File: config.mk
export PLATFORM = sky130hd
export DESIGN_NAME = baud_gen_top
export DESIGN_NICKNAME = d
export VERILOG_FILES = /design/src/rtl/brg_pkg.sv /design/src/rtl/brg_cfg_regs.sv /design/src/rtl/brg_sub_counter.sv /design/src/rtl/brg_prescaler.sv /design/src/rtl/baud_gen_top.sv
export SDC_FILE = /design/constraint.sdc
export NUM_CORES = 1
export LEC_CHECK = 0
export ABC_AREA = 0
export BUFFER_PORTS_ARGS = -buffer_cell sky130_fd_sc_hd__buf_2
export CORE_UTILIZATION = 45
export DETAILED_ROUTE_END_ITERATION = 8
export HOLD_SLACK_MARGIN = 0.05
export SLEW_MARGIN = 20
export SYNTH_ARGS = -nofsm -noshare
export SYNTH_HDL_FRONTEND = slang
export SYNTH_HIERARCHICAL = 1
export SYNTH_SLANG_ARGS = --single-unit
File: constraint.sdc
create_clock -name clk -period 2.95 [get_ports clk]
set_input_delay 0.4425 -clock clk [delete_from_list [all_inputs] [get_ports clk]]
set_output_delay 0.4425 -clock clk [all_outputs]
set_load 0.05 [all_outputs]
File: src/rtl/brg_pkg.sv
package brg_pkg;

    // Prescale counter width: holds up to 64 sub-ticks
    localparam int PRE_W     = 6;
    // Width of the log2 prescale selector
    localparam int PRE_LOG_W = 3;

    typedef struct packed {
        logic sync_sel;
        logic wide_sel;
        logic fast_sel;
    } brg_mode_t;

    // log2 of the prescale factor M for a mode combination
    function automatic logic [PRE_LOG_W-1:0] prescale_log2(brg_mode_t m);
        logic [PRE_LOG_W-1:0] r;
        if (m.sync_sel) begin
            r = PRE_LOG_W'(2);
        end else begin
            case ({m.wide_sel, m.fast_sel})
                2'b00:   r = PRE_LOG_W'(6);
                2'b11:   r = PRE_LOG_W'(2);
                default: r = PRE_LOG_W'(4);
            endcase
        end
        return r;
    endfunction

endpackage

File: src/rtl/brg_cfg_regs.sv
module brg_cfg_regs
    import brg_pkg::*;
#(
    parameter int BYTE_W = 8
) (
    input  logic                  clk,
    input  logic                  rst_n,
    input  logic                  wr_hi,
    input  logic                  wr_lo,
    input  logic [BYTE_W-1:0]     wr_data,
    input  brg_mode_t             mode_in,
    output logic [2*BYTE_W-1:0]   div_n,
    output brg_mode_t             mode_q_o,
    output logic                  restart_o
);

    localparam int NUM_BYTES = 2;
    localparam int DIV_W     = NUM_BYTES * BYTE_W;

    typedef struct packed {
        logic [NUM_BYTES-1:0][BYTE_W-1:0] bytes;
        brg_mode_t                        mode;
        logic                             restart;
    } cfg_t;

    localparam cfg_t CFG_RST = '{bytes: '0, mode: '0, restart: 1'b1};

    cfg_t cfg_d, cfg_q;
    logic [NUM_BYTES-1:0] wr_en;

    assign wr_en = {wr_hi, wr_lo};

    always_comb begin
        cfg_d = cfg_q;
        for (int i = 0; i < NUM_BYTES; i++) begin
            if (wr_en[i]) begin
                cfg_d.bytes[i] = wr_data;
            end
        end
        cfg_d.mode    = mode_in;
        cfg_d.restart = (|wr_en) || (mode_in != cfg_q.mode);
    end

    always_ff @(posedge clk) begin
        if (!rst_n) begin
            cfg_q <= CFG_RST;
        end else begin
            cfg_q <= cfg_d;
        end
    end

    // Narrow counting uses the lower byte only
    always_comb begin
        if (cfg_q.mode.wide_sel) begin
            div_n = DIV_W'(cfg_q.bytes);
        end else begin
            div_n = DIV_W'(cfg_q.bytes[0]);
        end
    end

    assign mode_q_o  = cfg_q.mode;
    assign restart_o = cfg_q.restart;

    AST_WRITE_RESTARTS: assert property (@(posedge clk) disable iff (!rst_n)
        (wr_hi || wr_lo) |=> restart_o);

    AST_MODE_RESTARTS: assert property (@(posedge clk) disable iff (!rst_n)
        (mode_in != mode_q_o) |=> restart_o);

endmodule

File: src/rtl/brg_sub_counter.sv
module brg_sub_counter #(
    parameter int DIV_W = 16
) (
    input  logic              clk,
    input  logic              rst_n,
    input  logic              restart,
    input  logic [DIV_W-1:0]  reload,
    output logic              sub_tick
);

    typedef struct packed {
        logic [DIV_W-1:0] cnt;
    } sub_state_t;

    sub_state_t st_d, st_q;
    logic       at_zero;

    always_comb begin
        st_d     = st_q;
        at_zero  = (st_q.cnt == '0);
        sub_tick = at_zero && !restart;
        if (restart || at_zero) begin
            st_d.cnt = reload;
        end else begin
            st_d.cnt = st_q.cnt - 1'b1;
        end
    end

    always_ff @(posedge clk) begin
        if (!rst_n) begin
            st_q <= '0;
        end else begin
            st_q <= st_d;
        end
    end

    AST_CNT_BOUND: assert property (@(posedge clk) disable iff (!rst_n)
        !restart |-> (st_q.cnt <= reload));

    AST_SUB_SPACING: assert property (@(posedge clk) disable iff (!rst_n)
        (sub_tick && reload != '0) |=> !sub_tick);

endmodule

File: src/rtl/brg_prescaler.sv
module brg_prescaler
    import brg_pkg::*;
(
    input  logic                  clk,
    input  logic                  rst_n,
    input  logic                  restart,
    input  logic                  sub_tick,
    input  logic [PRE_LOG_W-1:0]  pre_log2,
    output logic                  baud_tick
);

    typedef struct packed {
        logic [PRE_W-1:0] pre;
    } pre_state_t;

    pre_state_t      st_d, st_q;
    logic [PRE_W-1:0] terminal;
    logic             at_end;

    always_comb begin
        st_d      = st_q;
        terminal  = ~({PRE_W{1'b1}} << pre_log2);
        at_end    = (st_q.pre == terminal);
        baud_tick = sub_tick && at_end;
        if (restart) begin
            st_d.pre = '0;
        end else if (sub_tick) begin
            st_d.pre = at_end ? '0 : st_q.pre + 1'b1;
        end
    end

    always_ff @(posedge clk) begin
        if (!rst_n) begin
            st_q <= '0;
        end else begin
            st_q <= st_d;
        end
    end

    AST_PRE_BOUND: assert property (@(posedge clk) disable iff (!rst_n)
        !restart |-> (st_q.pre <= terminal));

    AST_BAUD_SINGLE: assert property (@(posedge clk) disable iff (!rst_n)
        baud_tick |=> !baud_tick);

endmodule

File: src/rtl/baud_gen_top.sv
module baud_gen_top
    import brg_pkg::*;
#(
    parameter int BYTE_W = 8
) (
    input  logic              clk,
    input  logic              rst_n,
    input  logic              wr_hi,
    input  logic              wr_lo,
    input  logic [BYTE_W-1:0] wr_data,
    input  logic              sync_sel,
    input  logic              wide_sel,
    input  logic              fast_sel,
    output logic              baud_tick,
    output logic              sub_tick
);

    localparam int DIV_W = 2 * BYTE_W;

    brg_mode_t            mode_in;
    brg_mode_t            mode_q;
    logic [DIV_W-1:0]     div_n;
    logic                 restart;
    logic [PRE_LOG_W-1:0] pre_log2;

    assign mode_in  = '{sync_sel: sync_sel, wide_sel: wide_sel, fast_sel: fast_sel};
    assign pre_log2 = prescale_log2(mode_q);

    brg_cfg_regs #(.BYTE_W(BYTE_W)) u_cfg (
        .clk      (clk),
        .rst_n    (rst_n),
        .wr_hi    (wr_hi),
        .wr_lo    (wr_lo),
        .wr_data  (wr_data),
        .mode_in  (mode_in),
        .div_n    (div_n),
        .mode_q_o (mode_q),
        .restart_o(restart)
    );

    brg_sub_counter #(.DIV_W(DIV_W)) u_sub (
        .clk     (clk),
        .rst_n   (rst_n),
        .restart (restart),
        .reload  (div_n),
        .sub_tick(sub_tick)
    );

    brg_prescaler u_pre (
        .clk      (clk),
        .rst_n    (rst_n),
        .restart  (restart),
        .sub_tick (sub_tick),
        .pre_log2 (pre_log2),
        .baud_tick(baud_tick)
    );

    AST_BAUD_NEEDS_SUB: assert property (@(posedge clk) disable iff (!rst_n)
        baud_tick |-> sub_tick);

    AST_RESET_QUIET: assert property (@(posedge clk)
        !rst_n |=> (!baud_tick && !sub_tick) || rst_n);

endmodule

==> flow_summary.yaml, run 1 <==
sta:
  hold_viol_final: 0
  skew_ns: 0.008480
  grt_setup_unrepaired: "no"
  slew_violations: 0
  worst_pin_slew_ns: 0.6445
  setup_tns_ns: 0
  slew_headroom_pct: 56.70
  setup_ws_ns: 0.1598
  min_period_ns: 2.790
  finalSetupViolations: 0
  finalCritPeriodShare_pct: 94.58
  timing.fmax_mhz: 358.4
pwr:
  p_total_w: 0.001343
  seq_power_share_pct: 45.4
  switching_share_pct: 24.42
  p_int_w: 0.001015
  vdd_drop_max_mv: 0.2894
  pwr_density_cell_nw_per_um2: 546.0
  p_leak_nw: 0.9508
  p_clk_share_pct: 40.3
  switching_power_w: 0.0003280
  power_frac_comb_pct: 14.3
min_path:
  min_path_cells: 2
  holdCritStartpoint: "wide_sel"
  hold_end: "u_cfg/mode_q_o[1]"
  min_path_type: "input port to flip-flop"
critical_path:
  worst_ep_required_time_ns: 2.51
  rrSetupSlack_ns: 0.58
  worstSetupStartpointType: "flip-flop"
  critPathCaptureType: "primary output"
  path_class: "flip-flop to primary output"
  reg2reg_depth: 11
  r2r-start: "u_sub/st_q[0]"
  path_max_fanout: 7
  reg2reg_to: "u_pre/st_q[5]"
  cp_data_arrival_time_ns: 2.35
finish:
  final_common_cell: "dfxtp_1"
  nets: 261
  insertedDiodeCount: 0
  regArea_um2: 840.8
  n_fill_cell: 454
  area_growth_pct: 8.859
  final_util_pct: 51.40
  multi_input_area_um2: 1277
  layout_common_cells: "dfxtp_1 (42), mux2i_1 (17), nor2b_1 (17), a211oi_1 (17)"
  stdcell_count: 311
  drive_gt1_share_pct: 17.62
clocking:
  clockBufferDepth: 2
  cts_tree: "built"
  clock_sinks: 42
  htree_levels: 2
  cts_setup_buffers: 0
  cts_hold_buf: 0
  root_buffer: "clkbuf_8"
  clock_latency_ns: 0.29
  numCtsBuffers: 5
  ctsResizeCount: 0
  path_clk_slew_ns: 0.09
synthesis:
  synth_warnings: 6
  synth.cell_area_um2: 2260
  synth_flop_cell: "dfxtp_1"
  async_reset_ff_share_pct: 0
  synthCells: 236
  ys_ff_latch: 42
  yosysUniqueCellTypes: 45
  ys_seq_area_share_pct: 37.21
  postSynthAreaPerCell_um2: 9.575
  synth_edf_count: 0
routing:
  ant_nets: 0
  vias: 1611
  wl_um: 4184
  drt-initial-drc-count: 82
  first_pass_iters: 4
  drc: 0
  avgRoutedWirePerCell_um: 13.45
  viasPerCell: 5.180
grt:
  grt_pass1_vias: 1478
  grt_pass1_wl_um: 7024
  grt_start_max_net_pins: 24
  antenna_found_initial: 0
  grt.total_usage_pct: 17.50
  gr-total-overflow: 0
job:
  drv_cap: 0
floorplanning:
  die_w_um: 72.86
  die_y_um: 72.86
  die-area_um2: 5309
  io_pins: 17
  core-area_um2: 4786
  start_util_pct: 47.22
  row_count: 25
placed_design:
  place.gp.congestion: 0.7568
  dp_cells: 303
  portBuffers: 16
  pre_cts_ws_ns: 0.3338
  hpwl_um: 3066
run_status:
  status: "finished, final reports clean"
-- worst max path at each step --
stage / start / to / slack (ns) / cells past startpoint
after floorplan: u_sub/st_q[0] / baud_tick / 0.009 / 9
after detailed placement: u_sub/st_q[0] / baud_tick / 0.33 / 9
after CTS: u_sub/st_q[0] / baud_tick / 0.003 / 9
final: u_sub/st_q[0] / baud_tick / 0.16 / 9
after global routing: u_sub/st_q[0] / baud_tick / 0.005 / 9
after global placement: u_cfg/mode_q_o[1] / baud_tick / 0.38 / 6
-- stage by stage --
stage	hold WS (ns)	area, um2
2_1_floorplan	0.4683	2288
3_3_place_gp	0.4861	2307
3_5_place_dp	0.4795	2307
4_1_cts	0.3693	2445
5_1_grt	0.3653	2460
6_report	0.3763	2460
-- synthesized netlist by cell type (all sizes together), types with 5 or more instances --
cell	instances	area share [%]
nor3	7	1.6
a21oi	15	3.3
nor2b	17	4.7
a211oi	17	5.6
nor4	5	2.3
xnor2	13	5.0
mux2i	17	7.5
inv	6	1.0
and2	12	3.3
dfxtp	42	37
nor2	7	1.3
xor2	9	3.5
nand4	7	1.9
nand3	5	1.1
buf	18	6.4
-- cells by family after synthesis --
kind of cell,after synthesis,share of synthesized area (%)
AO/OA/AOI/OAI,46,14.67
XOR/XNOR,22,8.527
adder cells (fa/ha/maj),3,1.661
buffers and inverters,28,8.084
flip-flops,42,37.21
multiplexers,17,7.530
other,1,0.1660
AND/OR/NAND/NOR,77,22.15
-- power by group through the flow --
stage | registers, W | logic, W | clock network [W]
2_1_floorplan | 0.000616 | 0.000171 | 0
3_3_place_gp | 0.000622 | 0.000189 | 0
3_5_place_dp | 0.000623 | 0.000188 | 0
4_1_cts | 0.000610 | 0.000190 | 0.000556
5_1_grt | 0.000613 | 0.000213 | 0.000581
6_report | 0.000609 | 0.000192 | 0.000541
-- worst max-delay path, stage by stage, from the launching register on --
cell and delay [ns]:
dfxtp_1 0.34, inv_1 0.08, ha_1 0.19, or3b_2 0.50, nor2_2 0.15, nand2_1 0.09
nor3_4 0.17, o211a_4 0.22, and2_4 0.14, buf_4 0.18
-- cell type report --
cell class / instances / area share (%)
Clock inverter: 3 / 2.798
Tap cell: 67 / 3.408
Clock buffer: 5 / 2.798
Inverter: 6 / 0.9156
Multi-Input combinational cell: 170 / 51.93
Sequential cell: 42 / 34.18
Timing Repair Buffer: 18 / 3.967
-- registers in the layout, summed over array words and instances (netlist names) --
name	count
u_cfg/mode_q_o	3
u_sub/st_q	16
u_cfg/restart_o	1
u_cfg/cfg_q	16
u_pre/st_q	6
-- per-layer routing --
layer | part of all wire (%) | vias up | track usage, %
li1 | - | 841 | -
met1 | 55 | 745 | 25.93
met2 | 41 | 21 | 24.40
met3 | 2.8 | 4 | 4.144
met4 | 1.3 | 0 | 6.536
met5 | 0 | - | 0
Note: power is estimated with default switching activity, not from simulation.
==> run 2: changes to the inputs <==
- CORE_MARGIN: default -> 5
==> run 2 against run 1 <==
Critical path depth is 3 lower; sequential cell count did not move; routed wire length grew 3.5%; total power fell by 12%; worst setup slack worse by 0.0083 ns; clock skew down 0.0017 ns; global-route usage decreased by 2.8 points.
==> flow_summary.yaml, run 2 (synthesis gave the netlist of run 1 again) <==
floorplanning:
  die_w_um: 80.86
  die-area_um2: 6538
  die_y_um: 80.86
  row_count: 25
  core-area_um2: 4786
  io_pins: 17
  start_util_pct: 47.22
sta:
  grt_setup_unrepaired: "no"
  worst_pin_slew_ns: 0.6140
  skew_ns: 0.006814
  slew_headroom_pct: 58.75
  setup_tns_ns: 0
  finalCritPeriodShare_pct: 94.86
  timing.fmax_mhz: 357.3
  setup_ws_ns: 0.1515
  hold_viol_final: 0
  slew_violations: 0
  finalSetupViolations: 0
  min_period_ns: 2.799
critical_path:
  path_max_fanout: 10
  worst_ep_required_time_ns: 2.51
  cp_data_arrival_time_ns: 2.36
  reg2reg_depth: 11
  crit_chain: "ha_1, nand2b_1, or4_4, a32oi_4, and2_4, buf_4"
  critPathCaptureType: "primary output"
  path_class: "flip-flop to primary output"
  path_depth: 6
  setup.worst_path.start: "u_cfg/mode_q_o[1]"
  worstSetupStartpointType: "flip-flop"
  r2r-start: "u_sub/st_q[0]"
  rrSetupSlack_ns: 0.69
  crit_slowest_cell: "or4_4"
  reg2reg_to: "u_pre/st_q[5]"
  crit_family: "simple AND/OR/NAND/NOR gates"
  crit_end: "baud_tick"
  cpPeakStageDelay_ns: 0.54
  critPathBufInv: 1
clocking:
  clock_sinks: 42
  root_buffer: "clkbuf_8"
  path_clk_slew_ns: 0.08
  numCtsBuffers: 5
  clock_latency_ns: 0.29
  cts_setup_buffers: 0
  cts_tree: "built"
  clockBufferDepth: 2
  ctsResizeCount: 0
  htree_levels: 2
  cts_hold_buf: 0
placed_design:
  dp_cells: 305
  pre_cts_ws_ns: 0.3392
  place_area_um2: 2322
  hpwl_um: 3206
  place.gp.congestion: 0.8037
  portBuffers: 16
finish:
  stdcell_count: 313
  nets: 263
  insertedDiodeCount: 0
  design_area_um2: 2429
  n_fill_cell: 448
  drive_gt1_share_pct: 17.48
  area_growth_pct: 7.475
  largest_registers: "u_cfg/cfg_q x16, u_sub/st_q x16, u_pre/st_q x6"
  final_common_cell: "dfxtp_1"
  layout_common_cells: "dfxtp_1 (42), mux2i_1 (17), nor2b_1 (17), a211oi_1 (17)"
grt:
  antenna_found_initial: 0
  grt_pass1_vias: 1544
  grt_pass1_wl_um: 7431
  gr-total-overflow: 0
  grt_start_max_net_pins: 24
  grt.total_usage_pct: 14.68
routing:
  wl_um: 4332
  met3_length_um: 199
  dr.max_layer_used: "met4"
  drc: 0
  avgRoutedWirePerCell_um: 13.84
  wl_met2_um: 1746
  ant_nets: 0
  viasPerCell: 5.208
  wl_met1_um: 2318
  first_pass_iters: 4
  vias: 1630
  drt-initial-drc-count: 104
pwr:
  pwr_density_cell_nw_per_um2: 487.8
  vdd_drop_max_mv: 0.3310
  p_total_w: 0.001185
  p_leak_nw: 0.9394
min_path:
  min_path_type: "input port to flip-flop"
run_status:
  status: "finished, final reports clean"
job:
  drv_cap: 0
run 2: cell count changes in the layout (fill, tap and decap cells not counted):
cell / before / now
nand2b_1: 0 / 1
clkbuf_1: 0 / 1
bufinv_16: 2 / 0
clkbuf_8: 5 / 6
or3b_2: 1 / 0
nand2b_2: 1 / 0
clkinv_2: 0 / 1
or3b_4: 0 / 1
clkinv_4: 1 / 0
buf_4: 3 / 5
run 2: worst min-delay path by stage:
stage,startpoint,end,slack [ns],depth (start not counted)
after detailed placement,u_cfg/cfg_q[4],u_sub/st_q[0],0.48,2
after global routing,sync_sel,u_cfg/mode_q_o[2],0.37,2
after floorplan,u_cfg/mode_q_o[0],u_cfg/restart_o,0.47,2
after global placement,u_cfg/cfg_q[4],u_sub/st_q[0],0.49,2
final,wide_sel,u_cfg/mode_q_o[1],0.38,2
after CTS,fast_sel,u_cfg/mode_q_o[0],0.37,2
run 2: cell type report:
type	count	area, um2	area share, %
repair buffers	20	112.6	4.637
inverters	6	22.52	0.9274
well taps	67	83.83	3.452
clock inverters	1	5.005	0.2061
multi-input cells	170	1277	52.60
flip-flops and latches	42	840.8	34.62
clock buffers	7	86.33	3.555
run 2: power by group:
group	internal [W]	switching [W]
sequential	0.000589	0.0000197
clock	0.000189	0.000188
combinational	0.0000912	0.000108
run 2: metal layers:
metal / vias to the layer above / global-route usage (%)
li1: 848 / -
met1: 734 / 21.56
met2: 42 / 20.28
met3: 6 / 3.659
met4: 0 / 5.912
met5: - / 0
run 2: through the flow:
stage / hold slack [ns] / utilization [%]
2_1_floorplan: 0.4683 / -
3_3_place_gp: 0.4856 / 48.52
3_5_place_dp: 0.4832 / 48.52
4_1_cts: 0.3705 / 50.43
5_1_grt: 0.3720 / 50.75
6_report: 0.3777 / 50.75
==> run 3: changes to the inputs <==
- CELL_PAD_IN_SITES_DETAIL_PLACEMENT: default -> 0
- CELL_PAD_IN_SITES_GLOBAL_PLACEMENT: default -> 2
- CORE_UTILIZATION: 45 -> 38
- PLACE_DENSITY_LB_ADDON: default -> 0.1
- SLEW_MARGIN: 20 -> 0
- clock period: 2.95 -> 3.2 ns (I/O delays scaled with it)
==> run 3 against run 2 <==
Clock power increased by 34%; sequential cell count unchanged; sequential power decreased by 7.9%; total power increased by 5.0%; first-iteration DRC count decreased by 31%; highest routed layer unchanged.
==> flow_summary.yaml, run 3 (synthesis gave the netlist of run 1 again) <==
sta:
  finalCritPeriodShare_pct: 93.28
  grt_setup_unrepaired: "no"
  setup_tns_ns: 0
  finalSetupViolations: 0
  worst_pin_slew_ns: 0.7125
  timing.fmax_mhz: 335.0
  skew_ns: 0.007476
  slew_headroom_pct: 52.13
  slew_violations: 0
  hold_viol_final: 0
  min_period_ns: 2.985
grt:
  use_met3_pct: 3.311
  antenna_found_initial: 0
  grt_util_met2_pct: 18.29
  grt_pass1_wl_um: 8052
  top_usage_layer: "met1"
  grt_pass1_vias: 1587
  gr-total-overflow: 0
  grtUsageMet1_pct: 21.11
  grt_start_max_net_pins: 24
  grt.total_usage_pct: 13.70
floorplanning:
  start_util_pct: 38.62
  die_w_um: 87.12
  io_pins: 17
  die_y_um: 87.12
  row_count: 28
  die-area_um2: 7589
  core-area_um2: 5851
clocking:
  clock_sinks: 42
  cts_setup_buffers: 0
  numCtsBuffers: 5
  ctsResizeCount: 0
  cts_tree: "built"
  htree_levels: 2
  clockBufferDepth: 2
  cts_hold_buf: 0
  root_buffer: "clkbuf_8"
  path_clk_slew_ns: 0.09
  clock_latency_ns: 0.29
routing:
  wl_um: 4651
  ant_nets: 0
  drc: 0
  avgRoutedWirePerCell_um: 14.58
  vias: 1605
  drt-initial-drc-count: 72
  first_pass_iters: 4
  viasPerCell: 5.031
critical_path:
  cp_data_arrival_time_ns: 2.51
  worst_ep_required_time_ns: 2.72
  reg2reg_depth: 11
  path_class: "flip-flop to primary output"
  critPathCaptureType: "primary output"
  reg2reg_to: "u_pre/st_q[5]"
  rrSetupSlack_ns: 0.90
  path_max_fanout: 7
  r2r-start: "u_sub/st_q[0]"
  worstSetupStartpointType: "flip-flop"
finish:
  area_growth_pct: 8.527
  final_util_pct: 41.92
  nets: 261
  n_fill_cell: 581
  drive_gt1_share_pct: 15.98
  insertedDiodeCount: 0
  largest_registers: "u_cfg/cfg_q x16, u_sub/st_q x16, u_pre/st_q x6"
  final_common_cell: "dfxtp_1"
  layout_common_cells: "dfxtp_1 (42), mux2i_1 (17), nor2b_1 (17), a211oi_1 (17), buf_2 (16)"
placed_design:
  portBuffers: 16
  hpwl_um: 3451
  place.gp.congestion: 0.7295
min_path:
  min_path_type: "input port to flip-flop"
  min_path_cells: 2
  hold_end: "u_cfg/mode_q_o[1]"
  holdCritStartpoint: "wide_sel"
pwr:
  p_leak_nw: 0.9519
  pwr_density_cell_nw_per_um2: 507.3
  vdd_drop_max_mv: 0.2631
run_status:
  status: "finished, final reports clean"
job:
  drv_cap: 0
==> run 3: cell type report <==
cell class / instances / area, um2 / share of cell area (%)
Tap cell: 75 / 93.84 / 3.827
Timing Repair Buffer: 18 / 95.09 / 3.878
Inverter: 6 / 22.52 / 0.9184
Clock inverter: 3 / 68.82 / 2.806
Multi-Input combinational cell: 170 / 1262 / 51.48
Clock buffer: 5 / 68.82 / 2.806
Sequential cell: 42 / 840.8 / 34.29
==> run 3: critical path: stages, from the launching register on <==
cell and delay, ns:
dfxtp_1 0.34, inv_1 0.08, ha_1 0.19, or3b_2 0.49
nor2_1 0.16, nand2_1 0.10, nor3_4 0.16, o211a_1 0.29
and2_1 0.15, buf_2 0.25
==> run 3: how the worst max path moves through the flow <==
stage,start,to,slack (ns),depth (start not counted)
floorplan,u_sub/st_q[0],baud_tick,0.03,9
global placement,u_sub/st_q[0],baud_tick,0.58,9
detailed placement,u_sub/st_q[0],baud_tick,0.54,9
CTS,u_sub/st_q[0],baud_tick,0.18,9
global route,u_sub/st_q[0],baud_tick,0.003,9
finish,u_sub/st_q[0],baud_tick,0.21,9
==> run 3: per-stage QoR <==
| step | cell area (um2) | hold slack, ns | power, W | setup WS (ns) | cells |
|---|---|---|---|---|---|
| 2_1_floorplan | 2286 | 0.4683 | 0.0007253 | 0.03253 | 240 |
| 3_3_place_gp | 2315 | 0.4898 | 0.0007525 | 0.5828 | 311 |
| 3_5_place_dp | 2315 | 0.4843 | 0.0007502 | 0.5381 | 311 |
| 4_1_cts | 2452 | 0.3956 | 0.001263 | 0.1849 | 319 |
| 5_1_grt | 2452 | 0.4215 | 0.001310 | 0.002945 | 319 |
| 6_report | 2452 | 0.4080 | 0.001244 | 0.2149 | 319 |
==> run 3: power breakdown <==
part | switching [W] | internal [W] | total (W) | leakage [nW]
clock | 0.000194 | 0.000313 | 0.000507 | 0.0683
sequential | 0.0000181 | 0.000543 | 0.000561 | 0.344
combinational | 0.0000975 | 0.0000791 | 0.000177 | 0.540
==> run 3: routing by layer <==
layer,up-vias,wire [um]
met5,-,0
met4,0,29
met3,2,145
met2,25,1861
met1,727,2613
li1,851,-
